--- src/rtl/rst_seq_pkg.sv ---
package rst_seq_pkg;

    typedef enum logic [2:0] {
        ST_DONE  = 3'd0,
        ST_PWRT  = 3'd1,
        ST_OST   = 3'd2,
        ST_PLL   = 3'd3,
        ST_BROWN = 3'd4
    } seq_stage_e;

    typedef logic [2:0] osc_mode_t;

    localparam osc_mode_t MODE_HS_PLL = 3'd3;

    typedef struct packed {
        logic por;
        logic brown;
        logic ext;
    } src_flags_t;

    // Codes 0..3 drive a crystal or resonator and need settling time
    function automatic logic is_crystal(osc_mode_t mode);
        return (mode[2] == 1'b0);
    endfunction

    function automatic logic has_pll(osc_mode_t mode);
        return (mode == MODE_HS_PLL);
    endfunction

    // First stage entered after a power-on pulse
    function automatic seq_stage_e cold_entry(logic pwrt_on, osc_mode_t mode);
        if (pwrt_on)
            return ST_PWRT;
        else if (is_crystal(mode))
            return ST_OST;
        else
            return ST_DONE;
    endfunction

    function automatic int max3(int a, int b, int c);
        int m;
        m = (a > b) ? a : b;
        return (m > c) ? m : c;
    endfunction

endpackage

--- src/rtl/rst_seq_timer.sv ---
module rst_seq_timer #(
    parameter int CNT_W = 11
) (
    input  logic             clk,
    input  logic             clear_i,
    input  logic             step_i,
    input  logic [CNT_W-1:0] limit_i,
    output logic [CNT_W-1:0] cnt_o,
    output logic             expire_o
);

    logic [CNT_W-1:0] cnt_q;

    // limit_i holds the terminal value (event count minus one)
    assign expire_o = step_i && (cnt_q == limit_i);
    assign cnt_o    = cnt_q;

    always_ff @(posedge clk) begin
        if (clear_i)
            cnt_q <= '0;
        else if (step_i) begin
            if (cnt_q == limit_i)
                cnt_q <= '0;
            else
                cnt_q <= cnt_q + 1'b1;
        end
    end

endmodule

--- src/rtl/rst_seq_ctrl.sv ---
module rst_seq_ctrl
    import rst_seq_pkg::*;
#(
    parameter int               CNT_W     = 11,
    parameter logic [CNT_W-1:0] PWRT_LAST = '1,
    parameter logic [CNT_W-1:0] OST_LAST  = '1,
    parameter logic [CNT_W-1:0] PLL_LAST  = '1
) (
    input  logic             clk,
    input  logic             por_i,
    input  logic             pwrt_on_i,
    input  logic             brown_i,
    input  osc_mode_t        mode_i,
    input  logic             rc_tick_i,
    input  logic             osc_tick_i,
    input  logic             expire_i,
    output seq_stage_e       stage_o,
    output logic             clear_o,
    output logic             step_o,
    output logic [CNT_W-1:0] limit_o,
    output logic             brown_entry_o
);

    seq_stage_e stg_q, stg_d;
    logic       cold_q, cold_d;

    always_comb begin
        stg_d   = stg_q;
        cold_d  = cold_q;
        step_o  = 1'b0;
        limit_o = PWRT_LAST;
        unique case (stg_q)
            ST_PWRT: begin
                step_o  = rc_tick_i;
                limit_o = PWRT_LAST;
                if (expire_i)
                    stg_d = (cold_q && is_crystal(mode_i)) ? ST_OST : ST_DONE;
            end
            ST_OST: begin
                step_o  = osc_tick_i;
                limit_o = OST_LAST;
                if (expire_i)
                    stg_d = has_pll(mode_i) ? ST_PLL : ST_DONE;
            end
            ST_PLL: begin
                step_o  = rc_tick_i;
                limit_o = PLL_LAST;
                if (expire_i)
                    stg_d = ST_DONE;
            end
            ST_BROWN: begin
                stg_d = pwrt_on_i ? ST_PWRT : ST_DONE;
            end
            default: begin
                stg_d = stg_q;
            end
        endcase
        // Brown-out overrides any advance in the same cycle
        if (brown_i) begin
            stg_d  = ST_BROWN;
            cold_d = 1'b0;
        end
    end

    assign clear_o       = (stg_d != stg_q);
    assign brown_entry_o = brown_i && (stg_q != ST_BROWN);
    assign stage_o       = stg_q;

    always_ff @(posedge clk) begin
        if (por_i) begin
            stg_q  <= cold_entry(pwrt_on_i, mode_i);
            cold_q <= 1'b1;
        end else begin
            stg_q  <= stg_d;
            cold_q <= cold_d;
        end
    end

endmodule

--- src/rtl/rst_seq_flags.sv ---
module rst_seq_flags
    import rst_seq_pkg::*;
(
    input  logic       clk,
    input  logic       por_i,
    input  logic       brown_entry_i,
    input  logic       ext_low_i,
    output src_flags_t flags_o
);

    src_flags_t flags_q;

    always_ff @(posedge clk) begin
        if (por_i) begin
            flags_q.por   <= 1'b1;
            flags_q.brown <= 1'b0;
            flags_q.ext   <= 1'b0;
        end else begin
            flags_q.por   <= flags_q.por;
            flags_q.brown <= flags_q.brown | brown_entry_i;
            flags_q.ext   <= flags_q.ext | ext_low_i;
        end
    end

    assign flags_o = flags_q;

endmodule

--- src/rtl/rst_timeout_seq.sv ---
module rst_timeout_seq
    import rst_seq_pkg::*;
#(
    parameter int PWRT_W     = 11,
    parameter int OST_CYCLES = 1024,
    parameter int PLL_TICKS  = 64
) (
    input  logic       clk,
    input  logic       por_i,
    input  logic       ext_rst_n_i,
    input  logic       bor_en_i,
    input  logic       low_supply_i,
    input  logic       pwrt_off_i,
    input  logic [2:0] osc_mode_i,
    input  logic       rc_tick_i,
    input  logic       osc_tick_i,
    output logic       rst_hold_o,
    output logic       flag_por_o,
    output logic       flag_bor_o,
    output logic       flag_ext_o
);

    localparam int PWRT_COUNT = 1 << PWRT_W;
    localparam int CNT_W = max3(PWRT_W, $clog2(OST_CYCLES), $clog2(PLL_TICKS));
    localparam logic [CNT_W-1:0] PWRT_LAST = CNT_W'(PWRT_COUNT - 1);
    localparam logic [CNT_W-1:0] OST_LAST  = CNT_W'(OST_CYCLES - 1);
    localparam logic [CNT_W-1:0] PLL_LAST  = CNT_W'(PLL_TICKS - 1);

    seq_stage_e       stage;
    logic             brown_act;
    logic             ctrl_clear;
    logic             tmr_clear;
    logic             tmr_step;
    logic             tmr_expire;
    logic [CNT_W-1:0] tmr_limit;
    logic [CNT_W-1:0] tmr_cnt;
    logic             brown_entry;
    src_flags_t       flags;

    assign brown_act = bor_en_i & low_supply_i;
    assign tmr_clear = por_i | ctrl_clear;

    rst_seq_ctrl #(
        .CNT_W     (CNT_W),
        .PWRT_LAST (PWRT_LAST),
        .OST_LAST  (OST_LAST),
        .PLL_LAST  (PLL_LAST)
    ) ctrl_i (
        .clk           (clk),
        .por_i         (por_i),
        .pwrt_on_i     (~pwrt_off_i),
        .brown_i       (brown_act),
        .mode_i        (osc_mode_i),
        .rc_tick_i     (rc_tick_i),
        .osc_tick_i    (osc_tick_i),
        .expire_i      (tmr_expire),
        .stage_o       (stage),
        .clear_o       (ctrl_clear),
        .step_o        (tmr_step),
        .limit_o       (tmr_limit),
        .brown_entry_o (brown_entry)
    );

    rst_seq_timer #(
        .CNT_W (CNT_W)
    ) timer_i (
        .clk      (clk),
        .clear_i  (tmr_clear),
        .step_i   (tmr_step),
        .limit_i  (tmr_limit),
        .cnt_o    (tmr_cnt),
        .expire_o (tmr_expire)
    );

    rst_seq_flags flags_i (
        .clk           (clk),
        .por_i         (por_i),
        .brown_entry_i (brown_entry),
        .ext_low_i     (~ext_rst_n_i),
        .flags_o       (flags)
    );

    assign rst_hold_o = por_i | ~ext_rst_n_i | brown_act | (stage != ST_DONE);
    assign flag_por_o = flags.por;
    assign flag_bor_o = flags.brown;
    assign flag_ext_o = flags.ext;

endmodule

--- config.mk ---
export PLATFORM = sky130hd
export DESIGN_NAME = rst_timeout_seq
export DESIGN_NICKNAME = d
export VERILOG_FILES = /design/src/rtl/rst_seq_pkg.sv /design/src/rtl/rst_seq_timer.sv /design/src/rtl/rst_seq_ctrl.sv /design/src/rtl/rst_seq_flags.sv /design/src/rtl/rst_timeout_seq.sv
export SDC_FILE = /design/constraint.sdc
export NUM_CORES = 1
export LEC_CHECK = 0
export BUFFER_PORTS_ARGS = -buffer_cell sky130_fd_sc_hd__buf_2
export CAP_MARGIN = 15
export CORE_ASPECT_RATIO = 1.2
export CORE_UTILIZATION = 50
export CTS_BUF_LIST = sky130_fd_sc_hd__clkbuf_2
export DETAILED_ROUTE_END_ITERATION = 6
export PLACE_DENSITY = 0.7
export SYNTH_ARGS = -nofsm -noshare
export SYNTH_HDL_FRONTEND = slang
export SYNTH_SLANG_ARGS = --single-unit
--- constraint.sdc ---
create_clock -name clk -period 5 [get_ports clk]
set_input_delay 0.25 -clock clk [delete_from_list [all_inputs] [get_ports clk]]
set_output_delay 0.25 -clock clk [all_outputs]
set_load 0.02 [all_outputs]
==> results of run 1 <==
-- stage by stage --
stage	setup WS, ns	total power, mW	std cells	cell area [µm²]	util
6_report	2.91	0.245	151	1030	0.564
5_1_grt	2.77	0.260	151	1030	0.564
4_1_cts	2.92	0.248	151	1030	0.564
3_5_place_dp	2.96	0.185	147	1010	0.553
3_3_place_gp	2.99	0.184	147	1010	0.553
2_1_floorplan	3.13	0.177	121	958	-
-- sequential cells by signal, indices dropped and copies added, names as in the netlist --
name / count
flags_i.flags_o: 2
ctrl_i.stage_o: 3
ctrl_i.cold_q: 1
timer_i.cnt_o: 11
-- cells in the final DEF, fill, tap and decap left out, types with 4 or more instances in the layout --
cell	n
dfxtp_1	17
buf_2	13
nor2_1	10
nand2_1	10
nand3_1	6
nor3_1	6
clkbuf_2	4
or3_1	4
nand3b_1	5
o21ai_0	5
nand4_1	4
a21oi_1	13
-- kinds of logic (layout without fill, tap and decap cells) --
| family | Yosys count | count (layout) | share of synthesized area |
|---|---|---|---|
| and+or+nand+nor | 63 | 63 | 0.379 |
| other | 1 | 1 | 0.00391 |
| AOI/OAI and AO/OA | 27 | 27 | 0.167 |
| buffers and inverters | 8 | 19 | 0.0457 |
| adders and majority gates | 1 | 1 | 0.0131 |
| DFF | 17 | 17 | 0.355 |
| xor gates and xnor gates | 4 | 4 | 0.0366 |
-- worst reg2reg max path: cells and delay by family (launching register included) --
kind,cells,cell delay [ns]
DFF,1,0.53
AOI/OAI and AO/OA,1,0.14
and+or+nand+nor,4,1.37
-- final timing paths --
path	slack [ns]	start	end
setup / recovery	2.91	ctrl_i.stage_o[0]$_DFF_P_	timer_i.cnt_o[8]$_SDFFE_PP0N_
setup reg to reg	2.91	ctrl_i.stage_o[0]$_DFF_P_	timer_i.cnt_o[8]$_SDFFE_PP0N_
hold reg to reg	0.46	flags_i.flags_o[0]$_SDFF_PP0_	flags_i.flags_o[0]$_SDFF_PP0_
hold / removal	0.13	ext_rst_n_i	flags_i.flags_o[0]$_SDFF_PP0_
-- layout make-up --
type | count | area [µm²] | share of cell area
sequential | 17 | 340 | 0.330
tap | 19 | 23.8 | 0.0231
timing repair buffer | 13 | 65.1 | 0.0631
multi-input combinational | 96 | 574 | 0.557
clock buffer | 4 | 20.0 | 0.0194
inverter | 2 | 7.51 | 0.00728
-- routing by layer --
layer | up-vias | global-route usage | wire length [µm]
met5 | - | 0 | 0
met1 | 439 | 0.253 | 871
met3 | 2 | 0.0220 | 70
met2 | 23 | 0.411 | 1080
met4 | 0 | 0.113 | 16
li1 | 471 | - | -
-- report_power, final --
part           internal, mW  switching, mW
logic                0.0142         0.0213
registers             0.140        0.00709
clock network        0.0212         0.0411
total                 0.176         0.0695
==> metrics, run 1 <==
status=completed; CTS Buffer Depth=2; CP peak stage delay=0.53 ns; clock root buffer=clkbuf_2; Main synth FF type=dfxtp_1; Via density=6.19; vias in the first global route=between 800 and 900; Max-slew headroom=0.501; Yosys top cell by area=dfxtp_1; PostCTS Resize Cnt=0; Overflow after GRT=0; Filler Cells Inserted=roughly 190; Worst Setup Start Kind=register; synth-to-layout area growth=7.57%; Max-Cap Viols=0; clock skew=0.00452 ns; share of cells above drive strength 1=0.174; most instantiated cells after synthesis=17 x dfxtp_1, 13 x a21oi_1, 10 x nand2_1, 10 x nor2_1; Reg2Reg Depth=5; Synth warnings=0; layout net count=around 150; kind of critical path=reg -> reg; synthesized cell area=around 960 µm²; hold path cells=2; final setup fails=0; num rows=17; Final period util=0.417; Pre-antenna DRT Iters=4; critical path fanouts, max=11; PortBufs=13; Post-DP HPWL=between 1500 and 2000 µm; PD cells=approximately 240 nW/µm²; Starting Density=0.524; Seq/Total Area, Yosys=0.355; syn avg cell area=7.92 µm²; # diodes=0; Antenna Violating Nets Remaining=0; die area=between 2000 and 2500 µm²; number of enable flip-flop cells after synthesis=0; Yosys top cell area share=0.355; LEAKAGE=approximately 0.36 nW; Area contributors post-synth=dfxtp_1 36%, a21oi_1 6.8%, nand2_1 3.9%; first-pass GRT wire length=3640 µm; Arr. time, crit path=~2.3 ns; Final GP Congestion=between 0.8 and 0.9; min Tclk post-route=~2.1 ns; register bit total from synthesis=17; worst-margin pin slew=0.749 ns; post-CTS setup buffer count=0; Die Wd=42.0 µm; gr usage total=0.225; final wirelength=roughly 2000 µm; Worst Setup End Kind=register; Via Count=roughly 940; Core Area=1830 µm²; Min-Delay Path Class=in -> reg; Fmax=around 480 MHz; initial DRC count=30; Critical Path, Cell by Cell=nor2_1, and3_1, or3_1, or4_1, o21ai_0; Clk pin slew, worst setup/hold paths=0.16 ns; DR WL/cell=roughly 13 µm; largest net degree at the start of global routing=12; CTS buffer count=3; antenna violations before repair=0; Top Ports=15; Final Max Tran Viols=0; Crit path depth=5; Sink Count=17; Synth Instances=roughly 120; WP data required=about 5.2 ns; CTS tree=built; Synth cell types=38; CP bufs+invs=0; asr flop ratio synth=0; Setup Total Neg Slack=0 ns; Hold Vio Cnt, Final=0; most frequent cell after synthesis=dfxtp_1; Post-Syn Nets=~130; die height=about 50 µm; clk_lat worst skew=about 0.28 ns; H-Tree Depth=1; worst hold margin=roughly 0.13 ns; drc violations=0; Worst IR Drop VDD=0.141 mV; cts hold-fix bufs=0; CP max-delay cell=dfxtp_1; unrepaired setup endpoints after global routing=no; delay-heaviest family, CP=simple AND/OR/NAND/NOR gates
Power figures use the tool's default switching activity.
==> inputs of run 2 (changes only) <==
==> constraint.sdc (replaced) <==
create_clock -name clk -period 2.1 [get_ports clk]
set_input_delay 0.105 -clock clk [delete_from_list [all_inputs] [get_ports clk]]
set_output_delay 0.105 -clock clk [all_outputs]
set_load 0.02 [all_outputs]
==> metrics, run 2 (same netlist as run 1, synthesis figures left out) <==
drc violations=0 (unchanged); Sink Count=17 (unchanged); Die Wd=42.0 µm (unchanged); # diodes=0 (unchanged); WP data required=2.35 ns (was 5.23 ns); Worst Setup End Kind=register (unchanged); num rows=17 (unchanged); Starting Density=0.524 (unchanged); Top Ports=15 (unchanged); Final Max Tran Viols=0 (unchanged); CTS tree=built (unchanged); unrepaired setup endpoints after global routing=no (unchanged); post-CTS setup buffer count=0 (unchanged); most common cell after layout, fill and taps aside=dfxtp_1 (unchanged); Min-Delay Path Class=in -> reg (unchanged); final setup fails=0 (unchanged); antenna violations before repair=0 (unchanged); gr usage total=0.213 (was 0.225); CTS buffer count=3 (unchanged); die height=50.0 µm (unchanged); Worst IR Drop VDD=0.371 mV (was 0.141 mV); most frequent cells in the layout=16 x dfxtp_1, 13 x a21oi_1, 13 x buf_2 (was 17 x dfxtp_1, 13 x a21oi_1, 13 x buf_2); initial DRC count=13 (was 30); critical path fanouts, max=7 (was 11); clock root buffer=clkbuf_2 (unchanged); PD cells=554 nW/µm² (was 238 nW/µm²); first-pass GRT wire length=3490 µm (was 3640 µm); H-Tree Depth=1 (unchanged); PortBufs=13 (unchanged); hold path cells=2 (unchanged); Core Area=1830 µm² (unchanged); kind of critical path=reg -> reg (unchanged); Arr. time, crit path=2.25 ns (was 2.32 ns); Setup Total Neg Slack=0 ns (unchanged); Cell Area, Placed=1040 µm² (was 1010 µm²); status=completed (unchanged); clk_lat worst skew=0.30 ns (was 0.28 ns); Place WS=0.120 ns (was 2.96 ns); Antenna Violating Nets Remaining=0 (unchanged); PnR worst setup slack=0.0977 ns (was 2.91 ns); Layout Cells excl Fill=156 (was 151); Worst Setup Start Kind=register (unchanged); worst-margin pin slew=0.747 ns (was 0.749 ns); Hold Vio Cnt, Final=0 (unchanged); layout net count=150 (was 145); Clk pin slew, worst setup/hold paths=0.16 ns (about the same); Final GP Congestion=0.835 (was 0.844); CTS Buffer Depth=2 (unchanged); clock skew=0.00739 ns (was 0.00452 ns); Via Count=927 (was 935); Max-Cap Viols=0 (unchanged); vias in the first global route=849 (was 855); DP Cell Count=151 (was 147); Overflow after GRT=0 (unchanged); Max-slew headroom=0.502 (was 0.501); die area=2100 µm² (unchanged); DR WL/cell=13.0 µm (was 13.5 µm); largest net degree at the start of global routing=12 (unchanged); Fmax=499 MHz (was 480 MHz); Final period util=0.953 (was 0.417); Via density=5.94 (was 6.19); Pre-antenna DRT Iters=4 (unchanged); synth-to-layout area growth=11.9% (was 7.57%); max reg flops=11 (unchanged); final wirelength=2030 µm (was 2040 µm); Reg2Reg Depth=5 (unchanged); Post-DP HPWL=1550 µm (about the same); Filler Cells Inserted=190 (was 185); LEAKAGE=0.387 nW (was 0.362 nW); share of cells above drive strength 1=0.204 (was 0.174); total power=0.594 mW (was 0.245 mW); design area=1070 µm² (was 1030 µm²); min Tclk post-route=2.00 ns (was 2.09 ns)
run 2: what timing repair did:
| item | in CTS | in global routing |
|---|---|---|
| endpoints found under the setup margin | 0 | 1 |
| hold endpoints to repair | 1 | 0 |
| resized for setup | 0 | 1 |
| hold buffers | 1 | 0 |
run 2: where the power goes:
part | switching [mW] | leakage [nW] | total, mW | internal [mW]
Combinational | 0.0520 | 0.231 | 0.0912 | 0.0393
Sequential | 0.0169 | 0.139 | 0.351 | 0.334
Clock | 0.101 | 0.0166 | 0.152 | 0.0505
Total | 0.170 | 0.387 | 0.594 | 0.424
run 2: area by class of cell:
class,count,area (µm²),area share
Multi-Input combinational cell,96,574,0.536
Inverter,2,7.51,0.00700
Clock buffer,4,20.0,0.0187
Timing Repair Buffer,18,105,0.0980
Tap cell,19,23.8,0.0222
Sequential cell,17,342,0.319
run 2: worst paths after layout:
path | start | endpoint | slack (ns)
max | timer_i.cnt_o[6]$_SDFFE_PP0N_ | ctrl_i.stage_o[1]$_DFF_P_ | 0.1
min reg2reg | flags_i.flags_o[0]$_SDFF_PP0_ | flags_i.flags_o[0]$_SDFF_PP0_ | 0.46
max reg2reg | timer_i.cnt_o[6]$_SDFFE_PP0N_ | ctrl_i.stage_o[1]$_DFF_P_ | 0.1
min | por_i | ctrl_i.stage_o[2]$_SDFF_PP0_ | 0.06
run 2: routing by layer:
metal / share of wire / GRT usage / up-vias
li1: - / - / 480
met1: 0.42 / 0.239 / 426
met2: 0.52 / 0.393 / 16
met3: 0.033 / 0.0256 / 5
met4: 0.020 / 0.0968 / 0
met5: 0 / 0 / -
run 2: stage by stage:
stage | utilization | hold slack, ns
global route | 0.586 | 0.0685
global placement | 0.569 | 0.297
CTS | 0.585 | 0.0500
floorplan | - | 0.197
detailed placement | 0.569 | 0.301
finish | 0.586 | 0.0575
run 2: worst max-delay path, stage by stage, from the launching register on:
cell	delay, ns
dfxtp_1	0.47
nand4_2	0.16
or4_4	0.51
and3_4	0.19
or4_1	0.51
o211ai_1	0.10
==> inputs of run 3 (changes only) <==
--- a/config.mk
+++ b/config.mk
@@ -5,13 +5,14 @@
 export SDC_FILE = /design/constraint.sdc
 export NUM_CORES = 1
 export LEC_CHECK = 0
-export BUFFER_PORTS_ARGS = -buffer_cell sky130_fd_sc_hd__buf_2
+export ABC_AREA = 1
 export CAP_MARGIN = 15
 export CORE_ASPECT_RATIO = 1.2
 export CORE_UTILIZATION = 50
 export CTS_BUF_LIST = sky130_fd_sc_hd__clkbuf_2
 export DETAILED_ROUTE_END_ITERATION = 6
-export PLACE_DENSITY = 0.7
+export DONT_BUFFER_PORTS = 1
+export PLACE_DENSITY = 0.63
 export SYNTH_ARGS = -nofsm -noshare
 export SYNTH_HDL_FRONTEND = slang
 export SYNTH_SLANG_ARGS = --single-unit
==> metrics, run 3 <==
status=completed (unchanged); Fmax=531 MHz (was 499 MHz); die height=54.9 µm (was 50.0 µm); Synth warnings=0 (unchanged); Place WS=0.0991 ns (was 0.120 ns); syn avg cell area=6.71 µm² (was 7.92 µm²); Area contributors post-synth=dfxtp_1 29%, nand2_1 14%, nor3_2 8.6% (was dfxtp_1 36%, a21oi_1 6.8%, nand2_1 3.9%); DR WL/cell=11.3 µm (was 13.0 µm); Crit. Startpoint=timer_i.cnt_o[0]$_SDFFE_PP0N_ (was timer_i.cnt_o[6]$_SDFFE_PP0N_); hold path cells=3 (was 2); Worst IR Drop VDD=0.336 mV (was 0.371 mV); PortBufs=0 (was 13); clk_lat worst skew=0.30 ns (about the same); die area=2530 µm² (was 2100 µm²); Sink Count=17 (unchanged); clock root buffer=clkbuf_2 (unchanged); Synth Area in Compound Gates=0.0815 (was 0.167); mux cell area share after synthesis=0 (unchanged); Seq/Total Area, Yosys=0.292 (was 0.355); critical path fanouts, max=11 (was 7); Post-Syn Nets=186 (was 133); PD cells=527 nW/µm² (was 554 nW/µm²); most instantiated cells after synthesis=44 x nand2_1, 25 x inv_1, 18 x nor2_1 (was 17 x dfxtp_1, 13 x a21oi_1, 10 x nand2_1, 10 x nor2_1); most common cell after layout, fill and taps aside=nand2_1 (was dfxtp_1); Yosys top cell area share=0.292 (was 0.355); Core Area=2140 µm² (was 1830 µm²); largest net degree at the start of global routing=12 (unchanged); PnR worst setup slack=0.216 ns (was 0.0977 ns); Yosys top cell by area=dfxtp_1 (unchanged); Post-DP HPWL=1800 µm (was 1550 µm); Overflow after GRT=0 (unchanged); gr usage total=0.220 (was 0.213); hold_sp=low_supply_i (was por_i); Synth Instances=174 (was 121); num rows=18 (was 17); antenna violations before repair=0 (unchanged); most frequent cell after synthesis=nand2_1 (was dfxtp_1); Starting Density=0.546 (was 0.524); Via density=5.25 (was 5.94); Min-Delay Path Class=in -> reg (unchanged); internal reg-to-reg setup slack=0.22 ns (was 0.1 ns); final core occ=0.606 (was 0.586); Final period util=0.897 (was 0.953); vias in the first global route=1,024 (was 849); Via Count=1,119 (was 927); Main synth FF type=dfxtp_1 (unchanged); Die Wd=46.1 µm (was 42.0 µm); Worst R2R End=timer_i.cnt_o[1]$_SDFFE_PP0N_ (was ctrl_i.stage_o[1]$_DFF_P_); max reg flops=11 (unchanged); layout net count=196 (was 150); Critical R2R Launch=timer_i.cnt_o[0]$_SDFFE_PP0N_ (was timer_i.cnt_o[6]$_SDFFE_PP0N_); Cell Area, Placed=1200 µm² (was 1040 µm²); clock skew=0.00120 ns (was 0.00739 ns); initial DRC count=22 (was 13); share of cells above drive strength 1=0.213 (was 0.204); Worst Setup Start Kind=register (unchanged); Final Max Tran Viols=0 (unchanged); design area=1300 µm² (was 1070 µm²); CTS tree=built (unchanged); Pre-antenna DRT Iters=4 (unchanged); drc violations=0 (unchanged); # diodes=0 (unchanged); CTS buffer count=3 (unchanged); final wirelength=2410 µm (was 2030 µm); total power=0.683 mW (was 0.594 mW); Hold Vio Cnt, Final=0 (unchanged); Arr. time, crit path=2.10 ns (was 2.25 ns); asr flop ratio synth=0 (unchanged); Antenna Violating Nets Remaining=0 (unchanged); simple-gate area share of the yosys netlist=0.476 (was 0.379); Synth Area in Adders=0.0107 (was 0.0131); Top Ports=15 (unchanged); Max-Cap Viols=0 (unchanged); synthesized cell area=1170 µm² (was 958 µm²); first-pass GRT wire length=4030 µm (was 3490 µm); WP data required=2.32 ns (was 2.35 ns); XOR/XNOR share of the synthesized area=0.0150 (was 0.0366); most frequent cells in the layout=44 x nand2_1, 25 x inv_1, 17 x nor2_1 (was 16 x dfxtp_1, 13 x a21oi_1, 13 x buf_2); CTS Buffer Depth=2 (unchanged); Filler Cells Inserted=201 (was 190); H-Tree Depth=1 (unchanged); Reg2Reg Depth=15 (was 5); Worst Setup End Kind=register (unchanged); kind of critical path=reg -> reg (unchanged); LEAKAGE=0.541 nW (was 0.387 nW); synth-to-layout area growth=11.0% (was 11.9%); Clk pin slew, worst setup/hold paths=0.17 ns (was 0.16 ns); number of enable flip-flop cells after synthesis=0 (unchanged); CP endpoint=timer_i.cnt_o[1]$_SDFFE_PP0N_ (was ctrl_i.stage_o[1]$_DFF_P_); final setup fails=0 (unchanged); min Tclk post-route=1.88 ns (was 2.00 ns); Final GP Congestion=0.736 (was 0.835); register bit total from synthesis=17 (unchanged); largest family of logic cells by synthesized area=simple AND/OR/NAND/NOR gates (unchanged); Synth cell types=28 (was 38)
[run 3: cell types whose count changed in the layout (fill, tap and decap cells not counted), sizes merged, moves of 8 or more]
cell and delta:
buf -12, inv +25, nand2 +37, nand3 +9
nor2 +13, nor3 +8
[run 3: cell type report]
cell class	count	area, µm²	area share
multi-input cells	126	702	0.542
clock inverters	1	5.00	0.00386
flip-flops and latches	17	345	0.266
inverters	27	101	0.0782
well taps	30	37.5	0.0290
clock buffers	3	15.0	0.0116
repair buffers	9	90.1	0.0695
[run 3: through the flow]
stage	std cells	hold slack [ns]	setup TNS (ns)
2_1_floorplan	174	0.174	0
3_3_place_gp	203	0.177	0
3_5_place_dp	203	0.180	0
4_1_cts	211	0.0549	0
5_1_grt	213	0.0871	-0.0718
6_report	213	0.0593	0
[run 3: how the worst min path moves through the flow]
stage                               endpoint
6_report          ctrl_i.cold_q$_SDFFE_PP1P_
5_1_grt           ctrl_i.cold_q$_SDFFE_PP1P_
4_1_cts           ctrl_i.cold_q$_SDFFE_PP1P_
3_5_place_dp   flags_i.flags_o[0]$_SDFF_PP0_
3_3_place_gp   flags_i.flags_o[0]$_SDFF_PP0_
2_1_floorplan  flags_i.flags_o[0]$_SDFF_PP0_
[run 3: report_power, final]
part / internal [mW] / switching, mW / total [mW]
combinational: 0.0572 / 0.119 / 0.177
clock: 0.0431 / 0.110 / 0.153
sequential: 0.335 / 0.0175 / 0.353
[run 3: cell families (layout without fill, tap and decap cells)]
logic type | after synthesis | after routing
xor+xnor | 2 | 2
compound gates | 17 | 17
buf+inv | 31 | 40
other cells | 1 | 1
fa+ha+maj | 1 | 1
flops | 17 | 17
simple gates | 105 | 105
[run 3: timing repair]
| item | in CTS | in global routing |
|---|---|---|
| endpoints found under the hold margin | 6 | 0 |
| endpoints found under the setup margin | 0 | 11 |
| gates resized for setup | 0 | 8 |
| hold buffers | 4 | 0 |
| setup buffers | 0 | 2 |
[run 3: critical path: stages (launching register included)]
cell and delay [ns]:
dfxtp_2 0.39, ha_1 0.18, nand2_1 0.07, nor2_1 0.08, nand2_1 0.10, inv_1 0.10
nand2_1 0.09, nor2_4 0.12, nand3_1 0.08, nand2_1 0.06, nand3_1 0.09, nand2_1 0.10
nand2_1 0.06, nand3_2 0.08, buf_12 0.14, nor3_2 0.04
[run 3: layer usage]
metal,wire length [µm],vias up,track usage
met5,0,-,0
met4,34,0,0.0931
met3,62,4,0.0292
met2,1270,23,0.408
met1,1050,526,0.246
li1,-,566,-
